## src/rtl/evsched_pkg.sv

```systemverilog
package evsched_pkg;
    localparam int PIN_CNT = 6;
    localparam int SWT_CNT = 4;
    localparam int STAT_W  = PIN_CNT + 2;

    // Command byte: field order is the decoded bit layout (MSB first).
    typedef struct packed {
        logic       keep;      // lock request
        logic       use_t2;    // compare against timer2
        logic       drive_hi;  // set (1) / clear (0)
        logic       want_irq;  // interrupt request
        logic [3:0] chan;      // channel code
    } cmd_t;

    typedef enum logic [0:0] {
        WR_IDLE = 1'b0,
        WR_CMD  = 1'b1
    } wr_state_e;

    function automatic logic [PIN_CNT-1:0] pin_mask(input logic [3:0] code);
        logic [PIN_CNT-1:0] m;
        m = '0;
        if (code < 4'd6)       m[code[2:0]] = 1'b1;
        else if (code == 4'd6) m = 6'b000011;
        else if (code == 4'd7) m = 6'b001100;
        return m;
    endfunction
endpackage

```

## src/rtl/evsched_wr.sv

```systemverilog
module evsched_wr
    import evsched_pkg::*;
(
    input  logic clk,
    input  logic rst_n,
    input  logic cmd_we,
    input  logic [7:0] cmd_byte,
    input  logic time_we,
    output logic commit,
    output cmd_t held_cmd
);
    wr_state_e state_q, state_d;
    cmd_t      cmd_q;

    always_ff @(posedge clk or negedge rst_n) begin
        if (!rst_n) state_q <= WR_IDLE;
        else        state_q <= state_d;
    end

    always_ff @(posedge clk or negedge rst_n) begin
        if (!rst_n)      cmd_q <= '0;
        else if (cmd_we) cmd_q <= cmd_t'(cmd_byte);
    end

    always_comb begin
        state_d = state_q;
        unique case (state_q)
            WR_IDLE: if (cmd_we) state_d = WR_CMD;
            WR_CMD: begin
                if (cmd_we)       state_d = WR_CMD;
                else if (time_we) state_d = WR_IDLE;
            end
            default: state_d = WR_IDLE;
        endcase
    end

    always_comb begin
        commit   = (state_q == WR_CMD) && time_we;
        held_cmd = cmd_q;
    end


    commit_needs_cmd_chk: assert property (@(posedge clk) disable iff (!rst_n)
        (state_q == WR_IDLE && !cmd_we) |=> (state_q == WR_IDLE));
endmodule

```

## src/rtl/evsched_table.sv

```systemverilog
module evsched_table
    import evsched_pkg::*;
#(
    parameter int N_SLOTS = 8,
    parameter int TIME_W  = 16
) (
    input  logic              clk,
    input  logic              rst_n,
    input  logic              commit,
    input  cmd_t              cmd_in,
    input  logic [TIME_W-1:0] time_in,
    input  logic              lock_en,
    input  logic              clr,
    input  logic              cmp_en,
    input  logic [TIME_W-1:0] timer1,
    input  logic [TIME_W-1:0] timer2,
    output logic [N_SLOTS-1:0] fire,
    output cmd_t              slot_cmd [N_SLOTS],
    output logic              full
);
    logic [N_SLOTS-1:0] valid_q, alloc_oh, take, keep_v, retire;

    assign full = &valid_q;

    always_comb begin
        logic found;
        found    = 1'b0;
        alloc_oh = '0;
        for (int i = 0; i < N_SLOTS; i++) begin
            if (!valid_q[i] && !found) begin
                alloc_oh[i] = 1'b1;
                found       = 1'b1;
            end
        end
    end

    assign take   = (commit && !full && !clr) ? alloc_oh : '0;
    assign retire = fire & ~keep_v;

    for (genvar g = 0; g < N_SLOTS; g++) begin : g_slot
        cmd_t              c_q;
        logic [TIME_W-1:0] t_q;

        always_ff @(posedge clk or negedge rst_n) begin
            if (!rst_n) begin
                c_q <= '0;
                t_q <= '0;
            end else if (take[g]) begin
                c_q      <= cmd_in;
                c_q.keep <= cmd_in.keep & lock_en;
                t_q      <= time_in;
            end
        end

        assign fire[g]     = valid_q[g] && cmp_en && (t_q == (c_q.use_t2 ? timer2 : timer1));
        assign keep_v[g]   = c_q.keep;
        assign slot_cmd[g] = c_q;
    end

    always_ff @(posedge clk or negedge rst_n) begin
        if (!rst_n)   valid_q <= '0;
        else if (clr) valid_q <= '0;
        else          valid_q <= (valid_q & ~retire) | take;
    end


    table_clear_chk: assert property (@(posedge clk) disable iff (!rst_n)
        clr |=> (valid_q == '0));

    one_shot_free_chk: assert property (@(posedge clk) disable iff (!rst_n)
        (|retire) |=> ((valid_q & $past(retire)) == '0));

    locked_stay_chk: assert property (@(posedge clk) disable iff (!rst_n)
        ((|(fire & keep_v)) && !clr) |=> ((valid_q & $past(fire & keep_v)) == $past(fire & keep_v)));

    full_block_chk: assert property (@(posedge clk) disable iff (!rst_n)
        (commit && full && !clr && !(|fire)) |=> $stable(valid_q));
endmodule

```

## src/rtl/evsched_act.sv

```systemverilog
module evsched_act
    import evsched_pkg::*;
#(
    parameter int N_SLOTS = 8
) (
    input  logic                clk,
    input  logic                rst_n,
    input  logic                cmp_en,
    input  logic [N_SLOTS-1:0]  fire,
    input  cmd_t                slot_cmd [N_SLOTS],
    output logic [PIN_CNT-1:0]  set_m,
    output logic [PIN_CNT-1:0]  clr_m,
    output logic [STAT_W-1:0]   ev_bits,
    output logic                irq_pin_o,
    output logic                irq_other_o,
    output logic [SWT_CNT-1:0]  swt_o,
    output logic                t2_reset_o,
    output logic                adc_start_o
);
    logic [PIN_CNT-1:0] m, pin_ev;
    logic               ip_d, io_d, t2_d, adc_d;
    logic [SWT_CNT-1:0] swt_d;

    // Walk from the top slot down so the lowest slot writes last and wins.
    always_comb begin
        set_m  = '0;
        clr_m  = '0;
        pin_ev = '0;
        m      = '0;
        ip_d   = 1'b0;
        io_d   = 1'b0;
        t2_d   = 1'b0;
        adc_d  = 1'b0;
        swt_d  = '0;
        for (int i = N_SLOTS - 1; i >= 0; i--) begin
            if (fire[i]) begin
                m = pin_mask(slot_cmd[i].chan);
                if (slot_cmd[i].drive_hi) begin
                    set_m = set_m | m;
                    clr_m = clr_m & ~m;
                end else begin
                    clr_m = clr_m | m;
                    set_m = set_m & ~m;
                end
                pin_ev = pin_ev | m;
                if (slot_cmd[i].want_irq) begin
                    if (slot_cmd[i].chan[3]) io_d = 1'b1;
                    else                     ip_d = 1'b1;
                end
                if (slot_cmd[i].chan[3:2] == 2'b10) swt_d[slot_cmd[i].chan[1:0]] = 1'b1;
                if (slot_cmd[i].chan == 4'hE) t2_d = 1'b1;
                if (slot_cmd[i].chan == 4'hF) adc_d = 1'b1;
            end
        end
    end

    assign ev_bits = {adc_d, t2_d, pin_ev};

    always_ff @(posedge clk or negedge rst_n) begin
        if (!rst_n) begin
            irq_pin_o   <= 1'b0;
            irq_other_o <= 1'b0;
            swt_o       <= '0;
            t2_reset_o  <= 1'b0;
            adc_start_o <= 1'b0;
        end else begin
            irq_pin_o   <= ip_d;
            irq_other_o <= io_d;
            swt_o       <= swt_d;
            t2_reset_o  <= t2_d;
            adc_start_o <= adc_d;
        end
    end


    irq_after_cmp_chk: assert property (@(posedge clk) disable iff (!rst_n)
        (irq_pin_o || irq_other_o) |-> $past(cmp_en));

    action_after_cmp_chk: assert property (@(posedge clk) disable iff (!rst_n)
        ((|swt_o) || t2_reset_o || adc_start_o) |-> $past(cmp_en));
endmodule

```

## src/rtl/evsched_stat.sv

```systemverilog
module evsched_stat
    import evsched_pkg::*;
(
    input  logic               clk,
    input  logic               rst_n,
    input  logic               stat_rd,
    input  logic               stat_wr,
    input  logic [STAT_W-1:0]  wdata,
    input  logic [PIN_CNT-1:0] set_m,
    input  logic [PIN_CNT-1:0] clr_m,
    input  logic [STAT_W-1:0]  ev_bits,
    output logic [PIN_CNT-1:0] pins_o,
    output logic [STAT_W-1:0]  status_o
);
    logic [PIN_CNT-1:0] pins_q, pins_d, pin_base;
    logic [STAT_W-1:0]  stat_q, stat_d, st_base;

    always_comb begin
        pin_base = stat_wr ? wdata[PIN_CNT-1:0] : pins_q;
        pins_d   = (pin_base & ~clr_m) | set_m;
        if (stat_wr)      st_base = wdata;
        else if (stat_rd) st_base = '0;
        else              st_base = stat_q;
        stat_d = st_base | ev_bits;
    end

    always_ff @(posedge clk or negedge rst_n) begin
        if (!rst_n) begin
            pins_q <= '0;
            stat_q <= '0;
        end else begin
            pins_q <= pins_d;
            stat_q <= stat_d;
        end
    end

    assign pins_o   = pins_q;
    assign status_o = stat_q;


    preset_load_chk: assert property (@(posedge clk) disable iff (!rst_n)
        stat_wr |=> ((stat_q & $past(wdata)) == $past(wdata)));

    read_clear_chk: assert property (@(posedge clk) disable iff (!rst_n)
        (stat_rd && !stat_wr) |=> (stat_q == $past(ev_bits)));

    pin_cause_chk: assert property (@(posedge clk) disable iff (!rst_n)
        !$stable(pins_q) |-> $past(stat_wr || (|set_m) || (|clr_m)));
endmodule

```

## src/rtl/evsched_top.sv

```systemverilog
module evsched_top
    import evsched_pkg::*;
#(
    parameter int N_SLOTS = 8,
    parameter int TIME_W  = 16
) (
    input  logic              clk,
    input  logic              rst_n,
    input  logic              cmd_we,
    input  logic [7:0]        cmd_byte,
    input  logic              time_we,
    input  logic [TIME_W-1:0] time_word,
    input  logic              lock_en,
    input  logic              tbl_clr,
    input  logic              cmp_en,
    input  logic [TIME_W-1:0] timer1,
    input  logic [TIME_W-1:0] timer2,
    input  logic              stat_rd,
    input  logic              stat_wr,
    input  logic [7:0]        stat_wdata,
    output logic [5:0]        pins_o,
    output logic              irq_pin_o,
    output logic              irq_other_o,
    output logic [3:0]        swt_o,
    output logic              t2_reset_o,
    output logic              adc_start_o,
    output logic              full_o,
    output logic [7:0]        status_o
);
    logic               commit;
    cmd_t               held_cmd;
    logic [N_SLOTS-1:0] fire;
    cmd_t               slot_cmd [N_SLOTS];
    logic [PIN_CNT-1:0] set_m, clr_m;
    logic [STAT_W-1:0]  ev_bits;

    evsched_wr u_wr (
        .clk      (clk),
        .rst_n    (rst_n),
        .cmd_we   (cmd_we),
        .cmd_byte (cmd_byte),
        .time_we  (time_we),
        .commit   (commit),
        .held_cmd (held_cmd)
    );

    evsched_table #(.N_SLOTS(N_SLOTS), .TIME_W(TIME_W)) u_table (
        .clk      (clk),
        .rst_n    (rst_n),
        .commit   (commit),
        .cmd_in   (held_cmd),
        .time_in  (time_word),
        .lock_en  (lock_en),
        .clr      (tbl_clr),
        .cmp_en   (cmp_en),
        .timer1   (timer1),
        .timer2   (timer2),
        .fire     (fire),
        .slot_cmd (slot_cmd),
        .full     (full_o)
    );

    evsched_act #(.N_SLOTS(N_SLOTS)) u_act (
        .clk         (clk),
        .rst_n       (rst_n),
        .cmp_en      (cmp_en),
        .fire        (fire),
        .slot_cmd    (slot_cmd),
        .set_m       (set_m),
        .clr_m       (clr_m),
        .ev_bits     (ev_bits),
        .irq_pin_o   (irq_pin_o),
        .irq_other_o (irq_other_o),
        .swt_o       (swt_o),
        .t2_reset_o  (t2_reset_o),
        .adc_start_o (adc_start_o)
    );

    evsched_stat u_stat (
        .clk      (clk),
        .rst_n    (rst_n),
        .stat_rd  (stat_rd),
        .stat_wr  (stat_wr),
        .wdata    (stat_wdata),
        .set_m    (set_m),
        .clr_m    (clr_m),
        .ev_bits  (ev_bits),
        .pins_o   (pins_o),
        .status_o (status_o)
    );
endmodule

```

## config.mk

```make
export PLATFORM = sky130hd
export DESIGN_NAME = evsched_top
export DESIGN_NICKNAME = d
export VERILOG_FILES = /design/src/rtl/evsched_pkg.sv /design/src/rtl/evsched_wr.sv /design/src/rtl/evsched_table.sv /design/src/rtl/evsched_act.sv /design/src/rtl/evsched_stat.sv /design/src/rtl/evsched_top.sv
export SDC_FILE = /design/constraint.sdc
export NUM_CORES = 1
export LEC_CHECK = 0
export ABC_AREA = 1
export BUFFER_PORTS_ARGS = -buffer_cell sky130_fd_sc_hd__buf_2
export CAP_MARGIN = 20
export CORE_ASPECT_RATIO = 0.6
export CORE_MARGIN = 8
export CORE_UTILIZATION = 57
export CTS_CLUSTER_DIAMETER = 200
export DETAILED_ROUTE_END_ITERATION = 6
export HOLD_SLACK_MARGIN = 0.15
export PLACE_DENSITY = 0.76
export SYNTH_ARGS = -nofsm -noshare
export SYNTH_HDL_FRONTEND = slang
export SYNTH_SLANG_ARGS = --single-unit
```

## constraint.sdc

```tcl
create_clock -name clk -period 5.3 [get_ports clk]
set_input_delay 0.53 -clock clk [delete_from_list [all_inputs] [get_ports clk]]
set_output_delay 0.53 -clock clk [all_outputs]
set_load 0.02 [all_outputs]
```

==> parameters.txt <==
Parameter                              Value

Status
  Status ... finished with violations
  Failing checks ... DRC

Synth
  Mapped Nets ... between 2,000 and 2,500
  Share of synthesized area occupied by flip-flops and latches ... 39.8%
  Post-synth top area share ... between 30% and 40%
  Share of synthesized area spent on multiplexers ... less than 1%
  Count of different cell masters after synthesis ... 56
  Simple-gate area share of the yosys netlist ... 34.4%
  Top flip-flop cell by instance count after synthesis ... sky130_fd_sc_hd__dfrtp_1
  Most frequent cell after synthesis ... sky130_fd_sc_hd__nand2_1
  Share of flip-flops with an asynchronous set or reset ... 100%
  Per-instance average area after synthesis ... around 6.7 um^2
  Synth Warn # ... 0
  Adder-cell area share of the yosys netlist ... 0%
  Fraction of synthesized cell area in xor and xnor cells ... 1.87%
  Main area contributors after synthesis ... sky130_fd_sc_hd__dfrtp_1 (40%), sky130_fd_sc_hd__nand2_1 (20%), sky130_fd_sc_hd__o21ai_0 (10%)
  Main combinational cell family by area after synthesis ... simple AND/OR/NAND/NOR gates
  Synth Instances ... 2,177
  Area fraction in compound gates after synthesis ... 14.4%
  Cell accounting for the most synthesized area ... sky130_fd_sc_hd__dfrtp_1
  Number of enable-type register cells in the synthesized netlist ... 0
  Synthesized cell area ... ~0.015 mm^2
  Seq cells post-synth ... 231
  Most numerous cell types in the synthesized netlist ... sky130_fd_sc_hd__nand2_1 (774), sky130_fd_sc_hd__o21ai_0 (302), sky130_fd_sc_hd__inv_1 (240)

Placed design
  Port Buf Inserts ... 95
  HPWL after detailed placement ... approximately 44 mm
  Placed Cells ... 2,534
  Weighted congestion reported at the end of routability-driven placement ... between 1 and 1.5

Worst setup path
  Critical Path, Cell by Cell ... nand4_1, nor2_1, nand2_1, nor2_1, nand2_1, inv_2, nor2_1, nand3_2, o21ai_0
  Critical Setup Path Class ... reg2reg
  Critical path endpoint category ... flip-flop
  Worst path max stage delay ... 1.00 ns
  Worst EP required ... about 5.7 ns
  Worst path bufs/invs ... 1
  Element type at the critical path start ... flip-flop
  Cell mode on critical path ... sky130_fd_sc_hd__nor2_1
  Slowest stage cell on the critical path ... sky130_fd_sc_hd__nand3_2
  Maximum fanout along the worst path ... 49
  Dominant delay contributor by cell family on the critical path ... simple AND/OR/NAND/NOR gates
  Data arrival time of the critical path ... 3.87 ns

Run
  Max-capacitance violation count ... 0

Cells and area
  Combined area of the multi-input logic cells ... between 0.007 and 0.008 mm^2
  Fill cell instance count of the final layout ... 2,340
  Count of inserted antenna diode cells ... 0
  Area Growth Syn to Fin ... 9.70%
  Final Core Density ... a little over three fifths
  Ratio of cells with drive above 1 in the final layout ... between 8 and 9%
  Count of placed standard cells in the final layout, fillers left out ... between 2,000 and 3,000
  Sequential cell area ... slightly below 0.006 mm^2
  Net count of the finished layout ... 2,306

GRT
  Number of global-route vias before repair ... 14,100
  Largest net degree at the start of global routing ... 93
  Global-route congestion overflow total ... 0
  First-pass GRT wire length ... between 80 and 90 mm
  Total routing usage reported by global routing ... about 36%
  Initial antenna violation count ... 0

Pwr
  IR Drop Worst-Case VDD ... a little over 0.3 mV
  Sequential power share ... a little under half
  Internal power ... a little over 3 mW
  Areal power density over the cells ... ~280 mW/mm^2
  Total power consumption of the routed design ... around 4.4 mW
  Switch Pwr ... ~1.4 mW
  Leakage power ... about 7.8 nW
  Portion of total power attributed to the clock network ... 39.3%
  Switching share of total power ... a little under a third
  Power share of the combinational group ... between 15 and 20%

Route
  Wirelength per Cell ... roughly 22 um
  Vias after detailed routing ... 15,500
  Drt total wl ... 57.2 mm
  DR pass1 iterations ... 7
  Remaining design rule violation count ... 43
  DR vias/cell ... about 6
  Remaining antenna violation count ... 0
  Number of DRC violations after detailed-routing iteration 0 ... 2,574

Timing
  Least-Margin Pin Slew ... roughly 1.0 ns
  Final clock period utilization by the worst path ... 65.2%
  Maximum clock rate ... 290 MHz
  Final max-slew violation count ... 0
  Worst-case clock skew ... 0.0119 ns
  Relative slew slack ... between 30% and 40%
  Setup violations, final ... 0
  Final sum of negative setup slack ... 0 ns
  Period minus WS final ... approximately 3.5 ns
  Setup repair after global routing missed its margin ... false
  Final-report hold violation count ... 0

Clock network
  Total clock sinks ... roughly 230
  CTS tree ... yes
  Total number of H-tree levels ... 1
  Cell at the root of the clock tree ... sky130_fd_sc_hd__clkbuf_16
  Clock latency on the worst-skew pair ... roughly 0.54 ns
  Clock buffer count from CTS ... 24
  Clock tree buffer depth ... 3
  Clock transition at the registers of the reported paths ... about 0.060 ns
  Resized Gates After CTS ... 0

Floorplanning
  Number of cell rows ... between 40 and 50
  Vertical die dimension ... 140 um
  Core footprint ... ~0.025 mm^2
  Die X ... between 200 and 250 um
  Effective utilization at floorplan ... between 50% and 60%
  Ports placed on the boundary ... between 90 and 100
  Die Area ... ~0.031 mm^2

Worst hold path
  Worst min-delay path class ... in2reg
layer usage:
metal / wire, um / global-route usage, % / vias to the layer above / share of wire (%)
met1: 24600 / 54.1 / 7219 / 43
li1: - / - / 7065 / -
met3: 10700 / 17.8 / 127 / 19
met5: 95 / 2.25 / - / 0.17
met4: 1420 / 8.52 / 2 / 2.5
met2: 20400 / 44.2 / 1101 / 36
stage by stage:
stage | area (um^2) | hold WS [ns] | setup slack (ns)
finish | 15900 | 0.215 | 1.85
global route | 15900 | 0.220 | 1.66
CTS | 15900 | 0.205 | 1.96
detailed placement | 15100 | 0.470 | 1.99
global placement | 15100 | 0.462 | 2.06
floorplan | 14500 | 0.234 | 3.21
worst paths after layout:
kind	startpoint	endpoint	slack (ns)	cells after the start
worst min-delay path	cmd_byte[3]	u_wr.held_cmd[3]$_DFFE_PN0P_	0.21	3
min in group asynchronous	rst_n	u_table.g_slot[6].t_q[6]$_DFFE_PN0P_	0.61	2
max in group asynchronous	rst_n	u_table.slot_cmd[27]$_DFFE_PN0P_	3.46	3
worst max register to register	u_table.valid_q[2]$_DFF_PN0_	u_table.g_slot[1].t_q[9]$_DFFE_PN0P_	1.85	9
worst max-delay path	u_table.valid_q[2]$_DFF_PN0_	u_table.g_slot[1].t_q[9]$_DFFE_PN0P_	1.85	9
worst min register to register	u_table.slot_cmd[47]$_DFFE_PN0P_	u_table.slot_cmd[47]$_DFFE_PN0P_	0.48	2
what timing repair did:
item | 4_1_cts | 5_1_grt
hold endpoints to repair | 89 | 0
setup buffers | 0 | 0
hold buffers | 1 | 0
cells in the final DEF, fill, tap and decap left out, types with 4 or more instances in the layout:
master | synthesis | routed
sky130_fd_sc_hd__a21oi_1 | 30 | 30
sky130_fd_sc_hd__a22oi_1 | 9 | 9
sky130_fd_sc_hd__a31oi_1 | 4 | 4
sky130_fd_sc_hd__and3_1 | 4 | 4
sky130_fd_sc_hd__buf_2 | 30 | 94
sky130_fd_sc_hd__buf_4 | 9 | 13
sky130_fd_sc_hd__clkbuf_16 | 0 | 25
sky130_fd_sc_hd__clkbuf_8 | 0 | 8
sky130_fd_sc_hd__dfrtp_1 | 231 | 231
sky130_fd_sc_hd__inv_1 | 240 | 240
sky130_fd_sc_hd__inv_2 | 8 | 8
sky130_fd_sc_hd__nand2_1 | 774 | 774
sky130_fd_sc_hd__nand3_1 | 118 | 117
sky130_fd_sc_hd__nand3b_1 | 12 | 12
sky130_fd_sc_hd__nand4_1 | 34 | 34
sky130_fd_sc_hd__nor2_1 | 166 | 166
sky130_fd_sc_hd__nor2_2 | 9 | 9
sky130_fd_sc_hd__nor3_1 | 21 | 20
sky130_fd_sc_hd__nor3_2 | 3 | 4
sky130_fd_sc_hd__nor3b_1 | 4 | 4
sky130_fd_sc_hd__o211ai_1 | 6 | 6
sky130_fd_sc_hd__o21ai_0 | 302 | 302
sky130_fd_sc_hd__o21ai_1 | 13 | 13
sky130_fd_sc_hd__o22ai_1 | 10 | 10
sky130_fd_sc_hd__or2_1 | 5 | 5
sky130_fd_sc_hd__or2_2 | 22 | 22
sky130_fd_sc_hd__xnor2_1 | 11 | 11
sky130_fd_sc_hd__xor2_1 | 20 | 20
flip-flops by register name, indices dropped and copies added, names as in the netlist, 4 cells and up:
| name | count |
|---|---|
| u_act.swt_o | 4 |
| u_stat.pins_o | 6 |
| u_stat.status_o | 8 |
| u_table.g_slot.t_q | 128 |
| u_table.slot_cmd | 64 |
| u_table.valid_q | 8 |
| u_wr.held_cmd | 8 |
power by group through the flow:
| stage | sequential [mW] | combinational (mW) | clock [mW] |
|---|---|---|---|
| global placement | 2.02 | 0.647 | 0 |
| global route | 2.01 | 0.748 | 1.81 |
| floorplan | 1.97 | 0.418 | 0 |
| CTS | 1.99 | 0.658 | 1.74 |
| finish | 2.00 | 0.683 | 1.74 |
| detailed placement | 2.02 | 0.654 | 0 |
cells by family after synthesis:
group / Yosys count
AOI/OAI and AO/OA: 393
xor gates and xnor gates: 31
buffers and inverters: 329
DFF: 231
muxes: 4
and+or+nand+nor: 1189
worst min-delay path, stage by stage:
cell and delay [ns]:
sky130_fd_sc_hd__buf_2 0.08, sky130_fd_sc_hd__nand2_1 0.04, sky130_fd_sc_hd__o21ai_0 0.06
area by class of cell:
class | count | area share (%)
tap | 329 | 2.59
multi-input combinational | 1617 | 46.5
sequential | 231 | 36.3
clock buffer | 35 | 4.61
inverter | 249 | 5.87
clock inverter | 4 | 0.299
timing repair buffer | 110 | 3.81
Power figures use the tool's default switching activity.
